<file path="src/rtl/mdio_pkg.sv">
package mdio_pkg;
  localparam int PRE_BITS   = 32;
  localparam int FRAME_BITS = 64;
  localparam int PHY_AW     = 5;
  localparam int NUM_PHY    = 1 << PHY_AW;
  localparam int DATA_W     = 16;
  localparam int STAT_REG   = 1;
  localparam int LINK_BIT   = 2;

  typedef struct packed {
    logic              wr;
    logic [PHY_AW-1:0] phy;
    logic [4:0]        regad;
    logic [DATA_W-1:0] data;
  } mdio_req_t;

  typedef enum logic [2:0] {
    SEL_VER   = 3'd0,
    SEL_CTRL  = 3'd1,
    SEL_ALIVE = 3'd2,
    SEL_LINK  = 3'd3,
    SEL_USER  = 3'd4
  } reg_sel_e;
endpackage

</file>
<file path="src/rtl/mdio_bitclk.sv">
module mdio_bitclk #(
  parameter int DIVW = 8
) (
  input  logic            clk,
  input  logic            rst_n,
  input  logic            run,
  input  logic [DIVW-1:0] div,
  output logic            mdc,
  output logic            smp,
  output logic            bend
);
  logic [DIVW-1:0] cnt_q, cnt_n;
  logic [DIVW:0]   half;

  assign half = ({1'b0, div} + 1'b1) >> 1;
  assign mdc  = run && ({1'b0, cnt_q} >= half);
  assign smp  = run && ({1'b0, cnt_q} == half);
  assign bend = run && (cnt_q == div);

  always_comb begin
    cnt_n = cnt_q;
    if (!run || bend) cnt_n = '0;
    else              cnt_n = cnt_q + 1'b1;
  end

  always_ff @(posedge clk or negedge rst_n) begin
    if (!rst_n) cnt_q <= '0;
    else        cnt_q <= cnt_n;
  end
endmodule

</file>
<file path="src/rtl/mdio_frame.sv">
module mdio_frame
  import mdio_pkg::*;
#(
  parameter int DIVW = 8
) (
  input  logic              clk,
  input  logic              rst_n,
  input  logic              start,
  input  mdio_req_t         req,
  input  logic [DIVW-1:0]   div,
  input  logic              mdio_i,
  output logic              busy,
  output logic              done,
  output logic              ack,
  output logic [DATA_W-1:0] rdata,
  output logic              mdc,
  output logic              mdio_o,
  output logic              mdio_oe
);
  localparam int IDXW = $clog2(FRAME_BITS);
  localparam logic [IDXW-1:0] TA1_IDX  = IDXW'(PRE_BITS + 14);
  localparam logic [IDXW-1:0] TA2_IDX  = IDXW'(PRE_BITS + 15);
  localparam logic [IDXW-1:0] LAST_IDX = IDXW'(FRAME_BITS - 1);

  logic                  busy_q, busy_n, done_q, done_n, rd_q, rd_n;
  logic                  ack_q, ack_n;
  logic [IDXW-1:0]       idx_q, idx_n;
  logic [FRAME_BITS-1:0] sh_q, sh_n, fr;
  logic [DIVW-1:0]       divl_q, divl_n;
  logic [DATA_W-1:0]     rdat_q, rdat_n;
  logic                  smp, bend;

  mdio_bitclk #(.DIVW(DIVW)) u_bitclk (
    .clk(clk), .rst_n(rst_n), .run(busy_q), .div(divl_q),
    .mdc(mdc), .smp(smp), .bend(bend)
  );

  always_comb begin
    fr = {{PRE_BITS{1'b1}}, 2'b01, (req.wr ? 2'b01 : 2'b10), req.phy, req.regad,
          (req.wr ? 2'b10 : 2'b00), (req.wr ? req.data : {DATA_W{1'b0}})};
  end

  always_comb begin
    busy_n = busy_q;
    done_n = 1'b0;
    rd_n   = rd_q;
    ack_n  = ack_q;
    idx_n  = idx_q;
    sh_n   = sh_q;
    divl_n = divl_q;
    rdat_n = rdat_q;
    if (start && !busy_q) begin
      busy_n = 1'b1;
      idx_n  = '0;
      sh_n   = fr;
      rd_n   = !req.wr;
      divl_n = div;
      ack_n  = 1'b0;
    end else if (busy_q) begin
      if (smp && rd_q) begin
        if (idx_q == TA2_IDX)     ack_n  = !mdio_i;
        else if (idx_q > TA2_IDX) rdat_n = {rdat_q[DATA_W-2:0], mdio_i};
      end
      if (bend) begin
        if (idx_q == LAST_IDX) begin
          busy_n = 1'b0;
          done_n = 1'b1;
        end else begin
          idx_n = idx_q + 1'b1;
          sh_n  = {sh_q[FRAME_BITS-2:0], 1'b0};
        end
      end
    end
  end

  always_ff @(posedge clk or negedge rst_n) begin
    if (!rst_n) begin
      busy_q <= 1'b0;
      done_q <= 1'b0;
      rd_q   <= 1'b0;
      ack_q  <= 1'b0;
      idx_q  <= '0;
      sh_q   <= '0;
      divl_q <= '0;
      rdat_q <= '0;
    end else begin
      busy_q <= busy_n;
      done_q <= done_n;
      rd_q   <= rd_n;
      ack_q  <= ack_n;
      idx_q  <= idx_n;
      sh_q   <= sh_n;
      divl_q <= divl_n;
      rdat_q <= rdat_n;
    end
  end

  assign busy    = busy_q;
  assign done    = done_q;
  assign ack     = ack_q;
  assign rdata   = rdat_q;
  assign mdio_o  = sh_q[FRAME_BITS-1];
  assign mdio_oe = busy_q && !(rd_q && (idx_q >= TA1_IDX));
endmodule

</file>
<file path="src/rtl/mdio_scan_arb.sv">
module mdio_scan_arb
  import mdio_pkg::*;
(
  input  logic               clk,
  input  logic               rst_n,
  input  logic               en,
  input  logic               user_go,
  input  mdio_req_t          user_req,
  input  logic               f_busy,
  input  logic               f_done,
  input  logic               f_ack,
  input  logic [DATA_W-1:0]  f_rdata,
  output logic               f_start,
  output mdio_req_t          f_req,
  output logic               user_done,
  output logic               scan_done,
  output logic [PHY_AW-1:0]  scan_addr,
  output logic [NUM_PHY-1:0] alive,
  output logic [NUM_PHY-1:0] link
);
  logic               owner_q, owner_n;
  logic [PHY_AW-1:0]  addr_q, addr_n;
  logic [NUM_PHY-1:0] alive_q, alive_n, link_q, link_n;
  logic               rdata_unused;

  assign rdata_unused = ^{f_rdata[DATA_W-1:LINK_BIT+1], f_rdata[LINK_BIT-1:0]};

  assign f_start   = en && !f_busy && !f_done;
  assign user_done = f_done && owner_q;
  assign scan_done = f_done && !owner_q;

  always_comb begin
    if (user_go) f_req = user_req;
    else         f_req = '{wr: 1'b0, phy: addr_q, regad: 5'(STAT_REG), data: '0};
  end

  always_comb begin
    owner_n = owner_q;
    addr_n  = addr_q;
    alive_n = alive_q;
    link_n  = link_q;
    if (f_start) owner_n = user_go;
    if (scan_done) begin
      alive_n[addr_q] = f_ack;
      link_n[addr_q]  = f_ack && f_rdata[LINK_BIT];
      addr_n          = addr_q + 1'b1;
    end
  end

  always_ff @(posedge clk or negedge rst_n) begin
    if (!rst_n) begin
      owner_q <= 1'b0;
      addr_q  <= '0;
      alive_q <= '0;
      link_q  <= '0;
    end else begin
      owner_q <= owner_n;
      addr_q  <= addr_n;
      alive_q <= alive_n;
      link_q  <= link_n;
    end
  end

  assign scan_addr = addr_q;
  assign alive     = alive_q;
  assign link      = link_q;
endmodule

</file>
<file path="src/rtl/mdio_mgmt_ctrl.sv">
module mdio_mgmt_ctrl
  import mdio_pkg::*;
#(
  parameter logic [7:0] DIV_RST   = 8'd9,
  parameter logic [7:0] VER_MAJOR = 8'd1,
  parameter logic [7:0] VER_MINOR = 8'd0
) (
  input  logic        clk,
  input  logic        rst_n,
  input  logic [2:0]  reg_addr,
  input  logic        reg_wr,
  input  logic [31:0] reg_wdata,
  output logic [31:0] reg_rdata,
  output logic        mdc,
  output logic        mdio_o,
  output logic        mdio_oe,
  input  logic        mdio_i
);
  localparam int DIVW = $bits(DIV_RST);

  logic [1:0]  rst_sync_q;
  logic        rst_n_s;

  always_ff @(posedge clk or negedge rst_n) begin
    if (!rst_n) rst_sync_q <= 2'b00;
    else        rst_sync_q <= {rst_sync_q[0], 1'b1};
  end
  assign rst_n_s = rst_sync_q[1];

  logic              en_q, en_n, go_q, go_n, ack_q, ack_n;
  logic [DIVW-1:0]   div_q, div_n;
  mdio_req_t         ureq_q, ureq_n, f_req;
  logic              f_start, f_busy, f_done, f_ack, user_done, scan_done, idle;
  logic [DATA_W-1:0] f_rdata;
  logic [PHY_AW-1:0] scan_addr;
  logic [NUM_PHY-1:0] alive, link;
  logic              wr_ctrl, wr_user, wdata_unused;

  assign wdata_unused = ^{reg_wdata[31], reg_wdata[29:26], reg_wdata[DIVW+21:DIVW]};

  assign wr_ctrl = reg_wr && (reg_addr == SEL_CTRL);
  assign wr_user = reg_wr && (reg_addr == SEL_USER) && !go_q;

  always_comb begin
    en_n   = en_q;
    div_n  = div_q;
    go_n   = go_q;
    ack_n  = ack_q;
    ureq_n = ureq_q;
    if (wr_ctrl) begin
      en_n  = reg_wdata[30];
      div_n = reg_wdata[DIVW-1:0];
    end
    if (wr_user) begin
      go_n   = reg_wdata[31];
      ureq_n = '{wr: reg_wdata[30], phy: reg_wdata[20:16], regad: reg_wdata[25:21],
                 data: reg_wdata[15:0]};
      if (reg_wdata[31]) ack_n = 1'b0;
    end
    if (user_done) begin
      go_n = 1'b0;
      if (!ureq_q.wr) begin
        ack_n       = f_ack;
        ureq_n.data = f_rdata;
      end
    end
  end

  always_ff @(posedge clk or negedge rst_n_s) begin
    if (!rst_n_s) begin
      en_q   <= 1'b0;
      div_q  <= DIV_RST;
      go_q   <= 1'b0;
      ack_q  <= 1'b0;
      ureq_q <= '0;
    end else begin
      en_q   <= en_n;
      div_q  <= div_n;
      go_q   <= go_n;
      ack_q  <= ack_n;
      ureq_q <= ureq_n;
    end
  end

  mdio_scan_arb u_arb (
    .clk(clk), .rst_n(rst_n_s), .en(en_q), .user_go(go_q), .user_req(ureq_q),
    .f_busy(f_busy), .f_done(f_done), .f_ack(f_ack), .f_rdata(f_rdata),
    .f_start(f_start), .f_req(f_req), .user_done(user_done), .scan_done(scan_done),
    .scan_addr(scan_addr), .alive(alive), .link(link)
  );

  mdio_frame #(.DIVW(DIVW)) u_frame (
    .clk(clk), .rst_n(rst_n_s), .start(f_start), .req(f_req), .div(div_q),
    .mdio_i(mdio_i), .busy(f_busy), .done(f_done), .ack(f_ack), .rdata(f_rdata),
    .mdc(mdc), .mdio_o(mdio_o), .mdio_oe(mdio_oe)
  );

  assign idle = !en_q && !f_busy && !f_done;

  always_comb begin
    case (reg_addr)
      SEL_VER:   reg_rdata = {16'h0, VER_MAJOR, VER_MINOR};
      SEL_CTRL:  reg_rdata = {idle, en_q, {(30-DIVW){1'b0}}, div_q};
      SEL_ALIVE: reg_rdata = alive;
      SEL_LINK:  reg_rdata = link;
      SEL_USER:  reg_rdata = {go_q, ureq_q.wr, ack_q, 3'b000, ureq_q.regad,
                              ureq_q.phy, ureq_q.data};
      default:   reg_rdata = '0;
    endcase
  end
endmodule

</file>
<file path="config.mk">
export PLATFORM = sky130hd
export DESIGN_NAME = mdio_mgmt_ctrl
export DESIGN_NICKNAME = d
export VERILOG_FILES = /design/src/rtl/mdio_pkg.sv /design/src/rtl/mdio_bitclk.sv /design/src/rtl/mdio_frame.sv /design/src/rtl/mdio_scan_arb.sv /design/src/rtl/mdio_mgmt_ctrl.sv
export SDC_FILE = /design/constraint.sdc
export NUM_CORES = 1
export LEC_CHECK = 0
export ABC_CLOCK_PERIOD_IN_PS = 13100
export CAP_MARGIN = 20
export CORE_MARGIN = 1
export CORE_UTILIZATION = 63
export DETAILED_ROUTE_END_ITERATION = 12
export PLACE_DENSITY = 0.85
export SYNTH_ARGS = -nofsm -noshare
export SYNTH_HDL_FRONTEND = slang
export SYNTH_SLANG_ARGS = --single-unit
</file>
<file path="constraint.sdc">
create_clock -name clk -period 13.1 [get_ports clk]
set_input_delay 1.965 -clock clk [delete_from_list [all_inputs] [get_ports clk]]
set_output_delay 1.965 -clock clk [all_outputs]
set_load 0.02 [all_outputs]
</file>
==> flow_summary.toml <==
[sta]
hold_viol = 0
skew_ps = 10.42
slew_headroom_pct = 33.03
rsz0062_at_grt = "false"
fin_crit_sh_pct = 52.63
max_freq_mhz = 145.0
tns_ps = 0
worst_pin_slew_ps = 1001
min_period_ps = 6895
slew_violations = 0
hold_ws_ps = 335.4
setup-violations-final = 0

[power]
power.leakage_nw = 5.031
powerDensity_mw_per_mm2 = 184.6
switchingPower_mw = 0.7159
p_int_mw = 1.426
pwr-share-seq_pct = 46.5
peakVddDrop_mv = 0.1247
sw_frac_of_total_pct = 33.42
combPwrFrac_pct = 24.6
clock_power_share_pct = 28.9

[yosys]
syn_inst = 965
synth.avg_cell_area_um2 = 10.40
yosysWarnings = 0
synthesis.nets = 1020
yosysUniqueCellTypes = 48
synth.area.top_cells = "dfrtp_1 53%, mux2_2 9.5%, nor2_1 5.0%, nand2_1 3.7%, mux2i_1 3.4%"
synth_top_area_cell = "dfrtp_1"
ys_seq_area_share_pct = 53.90
synth-seq-cells = 216
yosysTopAreaCellShare_pct = 53.37
syn_area_mm2 = 0.01003

[cts]
htree_levels = 1
cts_buffer_depth = 3
clkTransAtPathRegs_ps = 50
clock-sinks = 216
cts_tree = "built"
cts_buffers = 23
cts_resized = 0
cts-root-buf = "clkbuf_16"
postCtsHoldBufs = 0
postCtsSetupRepairBufs = 0
insertion_delay_ps = 510

[floorplan]
initial_utilization_pct = 65.27
ios = 74
die_h_um = 128.2
die_area_mm2 = 0.01644
die_w_um = 128.2
row_count = 45
core_mm2 = 0.01537

[route]
firstDrtPassIters = 5
dr_total_vias = 7646
viasPerCell = 6.171
avgRoutedWirePerCell_um = 19.29
remaining_drc_errors = 0
ant_nets = 0
wirelength_um = 23900
drt_iter0_markers = 771

[finish]
fillers = 1042
area_growth_syn_to_layout_pct = 15.63
n_antenna_cell = 0
multi_input_area_mm2 = 0.004335
final_layout_size_suffix_gt1_share_pct = 14.88
regArea_mm2 = 0.005411
final_nets = 1066

[min_path]
hp-class = "reg -> async"

[outcome]
status = "finished, final reports clean"

[worst_setup_path]
crit_arrival_ps = 4930
cp-end-kind = "output port"
crit_required_ps = 11140
reg2regPathDepth = 8
r2r_start = "u_frame.divl_q[0]$_DFFE_PN0P_"
critical_path_class = "in -> out"
critPathLaunchType = "input pin"
r2r-end = "u_frame.rdata[8]$_DFFE_PN0P_"
ff2ff_setup_slack_ps = 10040
path_max_fanout = 16

[job]
cap_violations = 0

[grt]
grt_use_total_pct = 30.38
grt_pass1_wl_um = 38900
antenna_found_initial = 0
grt_max_degree = 173
grt_pass1_vias = 7582
grt-ovfl-total = 0

[place]
io_buffers = 69
gp_congestion = 0.8513
dp_hpwl_um = 15030
## synthesized netlist by cell type (all sizes together)
cell / instances
dfrtp: 214
nor2: 133
nand2: 100
mux2: 85
a22oi: 43
nor3: 43
o21ai: 43
a21oi: 41
nand3: 41
clkbuf: 40
mux2i: 34
buf: 20
ha: 16
xor2: 16
inv: 11
o22ai: 10
o211ai: 8
and3: 7
xnor2: 7
and2: 6
nand4: 6
nor3b: 6
nor4: 5
nand2b: 4
nand3b: 3
nor2b: 3
or4: 3
a21o: 2
dfstp: 2
a211o: 1
a22o: 1
a31o: 1
a31oi: 1
conb: 1
dlygate4sd1: 1
nor4b: 1
o21a: 1
o311ai: 1
o31ai: 1
o41ai: 1
or2: 1
or3: 1
## logic make-up (layout without fill, tap and decap cells)
logic type / after synthesis / in the layout / share of synthesized area [%]
compound gates: 155 / 155 / 9.914
fa+ha+maj: 16 / 16 / 1.995
simple gates: 363 / 363 / 16.05
flops: 216 / 216 / 53.90
xor+xnor: 23 / 23 / 2.008
buf+inv: 72 / 135 / 3.167
other cells: 1 / 1 / 0.03738
mux: 119 / 119 / 12.93
## state kept, by name, summed over array words and instances (netlist names)
| name | cells |
|---|---|
| en_q | 1 |
| u_arb.alive | 32 |
| u_frame.sh_q | 64 |
| u_frame.rd_q | 1 |
| u_arb.link | 32 |
| ureq_q | 27 |
| u_frame.busy | 1 |
| u_arb.scan_addr | 5 |
| u_frame.rdata | 16 |
| div_q | 8 |
| ack_q | 1 |
| u_frame.divl_q | 8 |
| u_frame.done | 1 |
| u_arb.owner_q | 1 |
| u_frame.u_bitclk.cnt_q | 8 |
| u_frame.ack | 1 |
| u_frame.idx_q | 6 |
| go_q | 1 |
| rst_sync_q | 2 |
## how the worst max path moves through the flow
stage / from / end / slack, ps / cells after the start
2_1_floorplan: rst_sync_q[1]$_DFF_PN0_ / ack_q$_DFF_PN0_ / 6640 / 0
3_3_place_gp: reg_addr[1] / reg_rdata[18] / 6250 / 6
3_5_place_dp: reg_addr[1] / reg_rdata[31] / 6250 / 6
4_1_cts: reg_addr[1] / reg_rdata[18] / 6240 / 6
5_1_grt: reg_addr[1] / reg_rdata[17] / 6080 / 6
6_report: reg_addr[1] / reg_rdata[18] / 6210 / 6
## cell usage in the layout (no fill, tap or decap), types with 11 or more instances in the layout
cell / synthesis / final
a21oi_1: 33 / 33
a22oi_1: 43 / 43
clkbuf_16: 0 / 23
clkdlybuf4s50_1: 0 / 69
dfrtp_1: 214 / 213
ha_1: 16 / 16
inv_1: 11 / 11
mux2_2: 85 / 85
mux2i_1: 34 / 34
nand2_1: 100 / 99
nand3_1: 41 / 41
nor2_1: 133 / 132
nor3_1: 43 / 43
o21ai_0: 43 / 43
xor2_1: 16 / 16
## metal layers
| layer | global-route usage [%] | vias up | share of wire, % |
|---|---|---|---|
| li1 | - | 3466 | - |
| met1 | 42.88 | 3851 | 43 |
| met2 | 48.30 | 265 | 48 |
| met3 | 4.299 | 64 | 5.8 |
| met4 | 11.00 | 0 | 3.5 |
| met5 | 0 | - | 0 |
## stage by stage
| step | power (mW) | instance area, um^2 | worst slack (ps) | utilization, % | cells |
|---|---|---|---|---|---|
| floorplan | 1.347 | 10030 | 6639 | - | 965 |
| detailed placement | 1.516 | 10840 | 6253 | 70.51 | 1195 |
| global route | 2.258 | 11600 | 6084 | 75.47 | 1239 |
| CTS | 2.141 | 11550 | 6241 | 75.16 | 1237 |
| finish | 2.142 | 11600 | 6205 | 75.47 | 1239 |
| global placement | 1.488 | 10840 | 6247 | 70.51 | 1195 |
## critical path, cell delays in order
cell	delay, ps
clkdlybuf4s50_1	870
nor2_2	740
buf_4	370
a22oi_1	90
o21ai_0	220
clkdlybuf4s50_1	660
## power by group through the flow
| stage | clock, mW | sequential [mW] | combinational [mW] |
|---|---|---|---|
| 6_report | 0.620 | 0.995 | 0.527 |
| 5_1_grt | 0.655 | 1.01 | 0.588 |
| 4_1_cts | 0.628 | 0.991 | 0.523 |
| 3_5_place_dp | 0 | 1.00 | 0.515 |
| 3_3_place_gp | 0 | 0.994 | 0.494 |
| 2_1_floorplan | 0 | 0.940 | 0.407 |
## area by class of cell
| type | instances | share of cell area (%) |
|---|---|---|
| clock buffer | 34 | 5.576 |
| clock inverter | 8 | 0.5932 |
| inverter | 11 | 0.3559 |
| multi-input combinational | 677 | 37.37 |
| sequential | 216 | 46.65 |
| tap | 211 | 2.276 |
| timing repair buffer | 82 | 7.183 |
Power figures use the tool's default switching activity.
